### config.mk
export PLATFORM = sky130hd
export DESIGN_NAME = kbc_mailbox
export DESIGN_NICKNAME = d
export VERILOG_FILES = /design/src/rtl/kbc_mbox_pkg.sv /design/src/rtl/kbc_in_buf.sv /design/src/rtl/kbc_out_buf.sv /design/src/rtl/kbc_status.sv /design/src/rtl/kbc_mailbox.sv
export SDC_FILE = /design/constraint.sdc
export NUM_CORES = 1
export LEC_CHECK = 0
export BUFFER_PORTS_ARGS = -buffer_cell sky130_fd_sc_hd__buf_4
export CAP_MARGIN = 20
export CORE_UTILIZATION = 45
export DETAILED_ROUTE_END_ITERATION = 12
export PLACE_DENSITY = 0.8
export SYNTH_ARGS = -nofsm -noshare
export SYNTH_HDL_FRONTEND = slang
export SYNTH_SLANG_ARGS = --single-unit
### constraint.sdc
create_clock -name clk -period 2.2 [get_ports clk]
set_input_delay 0.44 -clock clk [delete_from_list [all_inputs] [get_ports clk]]
set_output_delay 0.44 -clock clk [all_outputs]
set_load 0.1 [all_outputs]
### src/rtl/kbc_mbox_pkg.sv
package kbc_mbox_pkg;
   localparam int unsigned OBF_POS = 0;
   localparam int unsigned IBF_POS = 1;
   localparam int unsigned CD_POS  = 3;

   typedef enum logic {
      SRC_DATA = 1'b0,
      SRC_CMD  = 1'b1
   } src_port_e;
endpackage

### src/rtl/kbc_in_buf.sv
module kbc_in_buf
   import kbc_mbox_pkg::*;
#(
   parameter int unsigned DW = 8
) (
   input  logic          clk,
   input  logic          rst_n,
   input  logic          wr_data,
   input  logic          wr_cmd,
   input  logic [DW-1:0] wdata,
   input  logic          rd,
   output logic [DW-1:0] buf_q,
   output logic          full_q,
   output logic          cd_q
);
   logic      any_wr;
   src_port_e src;

   assign any_wr = wr_data | wr_cmd;
   assign src    = wr_cmd ? SRC_CMD : SRC_DATA;

   always_ff @(posedge clk) begin
      if (!rst_n) begin
         buf_q  <= '0;
         full_q <= 1'b0;
         cd_q   <= 1'b0;
      end else begin
         if (any_wr) begin
            buf_q  <= wdata;
            full_q <= 1'b1;
            cd_q   <= src;
         end else if (rd) begin
            full_q <= 1'b0;
         end
      end
   end

   AST_IN_SET: assert property (@(posedge clk) disable iff (!rst_n)
      any_wr |=> full_q);
   AST_CD_CMD: assert property (@(posedge clk) disable iff (!rst_n)
      wr_cmd |=> cd_q);
   AST_CD_DATA: assert property (@(posedge clk) disable iff (!rst_n)
      (wr_data && !wr_cmd) |=> !cd_q);
   AST_IN_CLR: assert property (@(posedge clk) disable iff (!rst_n)
      (rd && !any_wr) |=> (!full_q && $stable(cd_q) && $stable(buf_q)));
endmodule

### src/rtl/kbc_out_buf.sv
module kbc_out_buf #(
   parameter int unsigned DW = 8
) (
   input  logic          clk,
   input  logic          rst_n,
   input  logic          wr,
   input  logic [DW-1:0] wdata,
   input  logic          rd,
   output logic [DW-1:0] buf_q,
   output logic          full_q
);
   always_ff @(posedge clk) begin
      if (!rst_n) begin
         buf_q  <= '0;
         full_q <= 1'b0;
      end else if (wr) begin
         buf_q  <= wdata;
         full_q <= 1'b1;
      end else if (rd) begin
         full_q <= 1'b0;
      end
   end

   AST_OUT_SET: assert property (@(posedge clk) disable iff (!rst_n)
      wr |=> (full_q && buf_q == $past(wdata)));
   AST_OUT_CLR: assert property (@(posedge clk) disable iff (!rst_n)
      (rd && !wr) |=> !full_q);
endmodule

### src/rtl/kbc_status.sv
module kbc_status
   import kbc_mbox_pkg::*;
#(
   parameter int unsigned DW         = 8,
   parameter logic        IRQ_EN_RST = 1'b0
) (
   input  logic          clk,
   input  logic          rst_n,
   input  logic          wr_status,
   input  logic [DW-1:0] wdata,
   input  logic          wr_irq_en,
   input  logic          irq_en_d,
   input  logic          obf,
   input  logic          ibf,
   input  logic          cd,
   output logic [DW-1:0] status,
   output logic          irq_en_q
);
   logic [DW-1:0] user_mask;
   logic [DW-1:0] user_q;
   logic [DW-1:0] hw_bits;

   for (genvar b = 0; b < DW; b++) begin : g_mask
      if (b == OBF_POS || b == IBF_POS || b == CD_POS) begin : g_hw
         assign user_mask[b] = 1'b0;
      end else begin : g_user
         assign user_mask[b] = 1'b1;
      end
   end

   always_ff @(posedge clk) begin
      if (!rst_n) begin
         user_q   <= '0;
         irq_en_q <= IRQ_EN_RST;
      end else begin
         if (wr_status) user_q <= wdata & user_mask;
         if (wr_irq_en) irq_en_q <= irq_en_d;
      end
   end

   always_comb begin
      hw_bits          = '0;
      hw_bits[OBF_POS] = obf;
      hw_bits[IBF_POS] = ibf;
      hw_bits[CD_POS]  = cd;
   end

   assign status = (user_q & user_mask) | hw_bits;

   AST_USER_HOLD: assert property (@(posedge clk) disable iff (!rst_n)
      !wr_status |=> $stable(status & user_mask));
   AST_HW_PASS: assert property (@(posedge clk) disable iff (!rst_n)
      (status[OBF_POS] == obf) && (status[IBF_POS] == ibf) && (status[CD_POS] == cd));
endmodule

### src/rtl/kbc_mailbox.sv
module kbc_mailbox
   import kbc_mbox_pkg::*;
#(
   parameter int unsigned DATA_W     = 8,
   parameter logic        IRQ_EN_RST = 1'b0
) (
   input  logic              clk,
   input  logic              rst_n,
   input  logic              host_wr_data,
   input  logic              host_wr_cmd,
   input  logic [DATA_W-1:0] host_wdata,
   input  logic              host_rd_data,
   output logic [DATA_W-1:0] host_rdata,
   input  logic              core_wr_data,
   input  logic [DATA_W-1:0] core_wdata,
   input  logic              core_rd_data,
   output logic [DATA_W-1:0] core_rdata,
   input  logic              core_wr_status,
   input  logic              core_wr_irq_en,
   input  logic              core_irq_en,
   output logic [DATA_W-1:0] mbox_status,
   output logic              host_irq,
   output logic              core_ibf_irq
);
   localparam int unsigned MIN_W = CD_POS + 1;

   initial begin
      if (DATA_W < MIN_W)
         $error("kbc_mailbox: DATA_W must be at least %0d", MIN_W);
   end

   logic obf, ibf, cd, irq_en;

   kbc_in_buf #(.DW(DATA_W)) u_in (
      .clk(clk), .rst_n(rst_n),
      .wr_data(host_wr_data), .wr_cmd(host_wr_cmd), .wdata(host_wdata),
      .rd(core_rd_data),
      .buf_q(core_rdata), .full_q(ibf), .cd_q(cd)
   );

   kbc_out_buf #(.DW(DATA_W)) u_out (
      .clk(clk), .rst_n(rst_n),
      .wr(core_wr_data), .wdata(core_wdata), .rd(host_rd_data),
      .buf_q(host_rdata), .full_q(obf)
   );

   kbc_status #(.DW(DATA_W), .IRQ_EN_RST(IRQ_EN_RST)) u_stat (
      .clk(clk), .rst_n(rst_n),
      .wr_status(core_wr_status), .wdata(core_wdata),
      .wr_irq_en(core_wr_irq_en), .irq_en_d(core_irq_en),
      .obf(obf), .ibf(ibf), .cd(cd),
      .status(mbox_status), .irq_en_q(irq_en)
   );

   assign host_irq     = obf & irq_en;
   assign core_ibf_irq = ibf;

   AST_HIRQ_NEEDS_OBF: assert property (@(posedge clk) disable iff (!rst_n)
      host_irq |-> mbox_status[OBF_POS]);
   AST_CIRQ_FOLLOWS: assert property (@(posedge clk) disable iff (!rst_n)
      core_ibf_irq == mbox_status[IBF_POS]);
   AST_IN_COLLIDE: assert property (@(posedge clk) disable iff (!rst_n)
      ((host_wr_data || host_wr_cmd) && core_rd_data) |=> core_ibf_irq);
   AST_OUT_COLLIDE: assert property (@(posedge clk) disable iff (!rst_n)
      (core_wr_data && host_rd_data) |=> mbox_status[OBF_POS]);
endmodule

==> results of run 1 <==
==> kinds of logic (layout without fill, tap and decap cells) <==
group / Yosys count / after routing / share of synthesized area, %
AOI/OAI and AO/OA: 19 / 19 / 12.5
buffers and inverters: 11 / 55 / 7.13
DFF: 25 / 25 / 51.0
muxes: 14 / 14 / 14.3
and+or+nand+nor: 27 / 27 / 15.2
==> worst max-delay path by stage <==
stage                     slack (ps)         start              to  cells past startpoint
final                            710  u_out.full_q        host_irq                      2
after global routing             650  u_out.full_q        host_irq                      2
after CTS                        690  u_out.full_q        host_irq                      2
after detailed placement         940   host_wr_cmd     u_in.full_q                      3
after global placement           960   host_wr_cmd     u_in.full_q                      3
after floorplan                  390   u_in.full_q  mbox_status[1]                      1
==> worst max-delay path: cells and delay by family (launching register included) <==
family | cells | cell delay [ps]
buf+inv | 1 | 280
simple gates | 1 | 120
flops | 1 | 350
==> power by group through the flow <==
stage / sequential, uW / combinational (uW) / clock [uW]
after detailed placement: 506 / 358 / 0
final: 496 / 356 / 191
after floorplan: 684 / 97.7 / 0
after global placement: 505 / 354 / 0
after CTS: 496 / 358 / 200
after global routing: 500 / 369 / 220
==> synth_stat cells (all sizes together) <==
master	count
mux2i	14
buf	7
and2	1
o21ai	8
or2	1
nand2	8
dfxtp	25
nor2b	17
o211ai	8
o21a	3
clkbuf	4
==> final cells by class <==
type / count / area share (%)
clock buffer: 3 / 1.66
clock inverter: 1 / 0.369
multi-input combinational: 60 / 30.4
sequential: 25 / 36.9
tap: 27 / 2.49
timing repair buffer: 51 / 28.2
==> registers in the layout, summed over array words and instances (netlist names) <==
name             flops
u_in.buf_q           8
u_out.buf_q          8
u_stat.user_q        5
u_in.cd_q            1
u_in.full_q          1
u_out.full_q         1
u_stat.irq_en_q      1
==> stage by stage <==
stage          total power [uW]  utilization, %  instances
6_report                   1040            67.8        167
5_1_grt                    1090            67.8        167
4_1_cts                    1050            67.8        167
3_5_place_dp                863            66.4        163
3_3_place_gp                859            66.4        163
2_1_floorplan               781               -         96
==> routing by layer <==
metal	part of all wire (%)	GRT usage, %
met5	0	0
met3	9.8	5.35
met1	45	20.2
met2	44	27.5
met4	0.95	8.82
==> flow_metrics.tcl, run 1 <==
set metrics [dict create \
    io_buffer_count 51 \
    r2r_setup_slack_ps 1480 \
    nets 167 \
    num_rows 16 \
    overflow 0 \
    cp-start-kind "flip-flop" \
    post_cts_buffers 0 \
    crit_path_max_incr_delay_ps 350 \
    totalWireLength_mm 1.90 \
    drive_gt1_share_pct 39.3 \
    synth-warning-count 0 \
    fin_skew_ps 0 \
    dp_slack_ps 940 \
    rsz0062_at_grt "no" \
    core_um2 2000 \
    cts_buffers 3 \
    htreeDepth 1 \
    worstPathArrival_ps 1050 \
    via_per_inst 4.76 \
    p_leak_uw 0.000630 \
    drc_errors 0 \
    powerDensity_nw_per_um2 769 \
    syn_inst 96 \
    cp_slowest_cell "dfxtp_1" \
    ioPinCount 52 \
    crit_type "reg2out" \
    pwr-share-clk_pct 18.3 \
    num_vias 795 \
    syn_to_final_growth_pct 38.1 \
    switching_power_uw 401 \
    min_from "host_wdata[0]" \
    first_pass_iters 2 \
    clkTransAtPathRegs_ps 130 \
    synth_largest_area_cell "dfxtp_1" \
    worstMarginPinSlew_ps 291 \
    syn_area_per_cell_um2 10.2 \
    antenna_left 0 \
    drv_slew 0 \
    timing.rr.end "u_in.full_q" \
    setup_viol 0 \
    combPwrFrac_pct 34.1 \
    initial_core_util_pct 49.1 \
    seqPwrFrac_pct 47.5 \
    seq_area_um2 500 \
    worst-path-max-fanout 3 \
    ys_types 13 \
    min_to "u_in.buf_q[0]" \
    crit_path_cell_trace "and2_1 > buf_4" \
    wl_per_cell_um 11.4 \
    die_w_um 48.7 \
    gp_congestion 0.747 \
    min_period_over_period_pct 67.7 \
    whs_path_depth 3 \
    antenna_found_initial 0 \
    die_area_um2 2370 \
    switching_share_pct 38.4 \
    fin_area_um2 1360 \
    p_int_uw 642 \
    final_cell_mix "51 x buf_4, 25 x dfxtp_1, 17 x nor2b_1, 14 x mux2i_1" \
    fillers 184 \
    synth_area_leaders "dfxtp_1 51%, mux2i_1 14%, nor2b_1 11%, o211ai_1 6.1%, o21ai_1 4.1%" \
    cts_tree "done" \
    seq_area_frac_synth_pct 51.0 \
    place_area_um2 1330 \
    tns_ps 0 \
    required_ps 1760 \
    syn-cell-area_um2 982 \
    final_common_cell "buf_4" \
    fmax_mhz 672 \
    clock_latency_ps 310 \
    place_hpwl_mm 1.44 \
    ctsHoldBuffers 0 \
    worst_setup_path_end_kind "output pin" \
    timing.hold.ws_ps 370 \
    ir_drop_v 0.000379 \
    status "finished clean" \
    reg2reg_depth 2 \
    ys_ff_latch 25 \
    regToRegStartpoint "u_in.full_q" \
    cts.repair.resized 0 \
    num_antenna_cells 0 \
    min_period_ps 1490 \
    drt_iter0_drc 4 \
    fp.dieH_um 48.7 \
    cts-root-buf "clkbuf_4" \
    grt_pass1_vias 739 \
    grt_usage_pct 17.1 \
    slew_headroom_pct 80.6 \
    hp-class "in2reg" \
    grt_pass1_wl_mm 3.11 \
    max_cap_viol_count 0 \
    grt_max_degree 34 \
    timing.final.hold_violations 0 \
    setup_slack_ps 711 \
    synth_nets 122 \
    clockBufferDepth 2 \
    cts_num_sinks 25 \
    synth_top_area_share_pct 51.0 \
    multi_input_area_um2 412 \
]
Note: power is estimated with default switching activity, not from simulation.
==> run 2: changes to the inputs <==
- ABC_AREA: unset -> 1
- CORE_UTILIZATION: 45 -> 38
- PLACE_DENSITY: 0.8 -> 0.73
- clock period: 2.2 -> 1.2 ns (I/O delays scaled with it)
==> run 2 against run 1 <==
Compared with the run above: first-iteration DRC count grew to 4.5 times the previous value; cell count is 23% higher; non-clock buffer count stayed put; global-route usage fell by 0.29 points; cell area rose by 7.5%; critical path type unchanged; critical endpoint is now mbox_status[0].
==> flow_metrics.tcl, run 2 <==
set metrics [dict create \
    status "finished clean" \
    yosysMostFrequentCell "nor2_1" \
    via_per_inst 4.46 \
    worstMarginPinSlew_ps 337 \
    synth_nets 155 \
    drive_gt1_share_pct 46.1 \
    powerDensity_nw_per_um2 1400 \
    synth_area_leaders "dfxtp_1 53%, nor2_1 18%, nand2_1 7.6%, o21ai_0 7.4%, inv_1 6.0%" \
    synth_xor_area_share_pct 0 \
    cpLargestDelayFamily "flip-flops" \
    cp_num_buf_inv 1 \
    whs_path_depth 3 \
    num_rows 17 \
    synth_top_family_by_area "simple AND/OR/NAND/NOR gates" \
    cts_buffers 3 \
    slew_headroom_pct 77.5 \
    final_util_pct 64.0 \
    timing.rr.end "u_out.buf_q[5]" \
    worstPathArrival_ps 950 \
    synth_common_cells "45 x nor2_1, 25 x dfxtp_1, 19 x nand2_1, 15 x inv_1, 14 x o21ai_0" \
    clockBufferDepth 2 \
    synth-simple-area-share_pct 26.7 \
    min_period_over_period_pct 99.3 \
    grt_usage_pct 16.8 \
    p_leak_uw 0.000734 \
    syn_area_per_cell_um2 7.29 \
    totalWireLength_mm 2.17 \
    ys_types 11 \
    synthMuxAreaShare_pct 0 \
    r2r_setup_slack_ps 540 \
    grt_max_degree 24 \
    ys.flop_type "dfxtp_1" \
    num_antenna_cells 0 \
    ys_ff_latch 25 \
    syn-cell-area_um2 941 \
    min_from "host_wdata[5]" \
    syn_to_final_growth_pct 54.9 \
    yosys.area_share.adder_pct 0 \
    regToRegStartpoint "u_out.buf_q[5]" \
    setup_viol 0 \
    setup_slack_ps 8.30 \
    first_pass_iters 4 \
    antenna_left 0 \
    syn_inst 129 \
    synth-warning-count 0 \
    cp_slowest_cell "dfxtp_2" \
    worst-path-max-fanout 3 \
    synth-edff-count 0 \
    ir_drop_v 0.000930 \
    async_reset_ff_share_pct 0 \
    cts_tree "done" \
    overflow 0 \
    io_buffer_count 51 \
    cp-start-kind "flip-flop" \
    post_cts_buffers 0 \
    die_area_um2 2680 \
    reg_top3 "u_in.buf_q x8, u_out.buf_q x8, u_stat.user_q x5" \
    die_w_um 51.8 \
    final_cell_mix "45 x nor2_1, 31 x buf_4, 24 x dfxtp_2, 19 x buf_6, 18 x nand2_1" \
    fin_skew_ps 0 \
    synth_top_area_share_pct 53.2 \
    worst_setup_path_end_kind "output pin" \
    dp.cells 202 \
    tns_ps 0 \
    core_um2 2280 \
    place_hpwl_mm 1.56 \
    crit_type "reg2out" \
    nets 205 \
    synth_largest_area_cell "dfxtp_1" \
    fmax_mhz 839 \
    crit_path_cell_trace "buf_4" \
    ctsHoldBuffers 0 \
    startpoint "u_out.full_q" \
    final_common_cell "nor2_1" \
    drc_errors 0 \
    antenna_found_initial 0 \
    timing.final.hold_violations 0 \
    cts_num_sinks 25 \
    initial_core_util_pct 41.3 \
    wl_per_cell_um 10.5 \
    min_period_ps 1190 \
    cts-root-buf "clkbuf_4" \
    finalPower_uw 2040 \
    reg2reg_depth 2 \
    rsz0062_at_grt "yes" \
    grt_pass1_vias 871 \
    min_to "u_in.buf_q[5]" \
    num_vias 919 \
    clock_latency_ps 300 \
    dp_slack_ps 207 \
    required_ps 960 \
    seq_area_frac_synth_pct 53.2 \
    drt_iter0_drc 18 \
    finalNonFillerCells 206 \
    drv_slew 0 \
    hp-class "in2reg" \
    grt_pass1_wl_mm 3.38 \
    synth_compound_area_share_pct 9.04 \
    htreeDepth 1 \
    clkTransAtPathRegs_ps 130 \
    max_cap_viol_count 0 \
    fp.dieH_um 51.8 \
    gp_congestion 0.702 \
    ioPinCount 52 \
    crit_path_max_incr_delay_ps 360 \
]
run 2: changes by cell type after synthesis, sizes merged, moves of 4 or more:
cell	previous run	this run
clkbuf	4	0
inv	0	16
mux2i	14	0
nand2	8	19
nor2	0	46
nor2b	17	0
o211ai	8	0
o21ai	8	14
run 2: per-stage QoR:
step	cell area, um^2	hold WS (ps)
final	1460	146
after global routing	1460	144
after CTS	1380	137
after detailed placement	1340	469
after global placement	1340	462
after floorplan	968	357
run 2: per-layer routing:
metal  GRT usage (%)  vias up  routed length [um]
li1                -      485                   -
met1            19.1      395                 963
met2            30.7       37                1030
met3            3.51        2                 164
met4            5.41        0                  13
met5               0        -                   0
run 2: kinds of logic (layout without fill, tap and decap cells):
logic type	count (synthesis)	after routing
flops	25	25
simple gates	65	65
compound gates	17	17
buf+inv	22	71
run 2: power breakdown:
group	switching, uW	internal (uW)
Sequential	39.1	900
Combinational	549	197
Clock	225	129
Total	814	1230
run 2: worst max path at each step:
stage,to,slack [ps],cells past startpoint
after global routing,mbox_status[0],-40,1
after floorplan,mbox_status[1],-70,1
after detailed placement,u_in.buf_q[5],210,5
after global placement,u_in.buf_q[5],250,5
after CTS,core_ibf_irq,0.03,1
final,mbox_status[0],8,1
run 2: timing repair:
action | 4_1_cts | 5_1_grt
gates resized for setup | 6 | 20
endpoints found under the hold margin | 0 | 0
setup endpoints to repair | 2 | 23
run 2: area by class of cell:
cell class | instances | area, um^2
flip-flops and latches | 25 | 531
clock buffers | 4 | 26.3
well taps | 28 | 35.0
multi-input cells | 82 | 339
inverters | 16 | 60.1
repair buffers | 51 | 467
fillers | 201 | 818
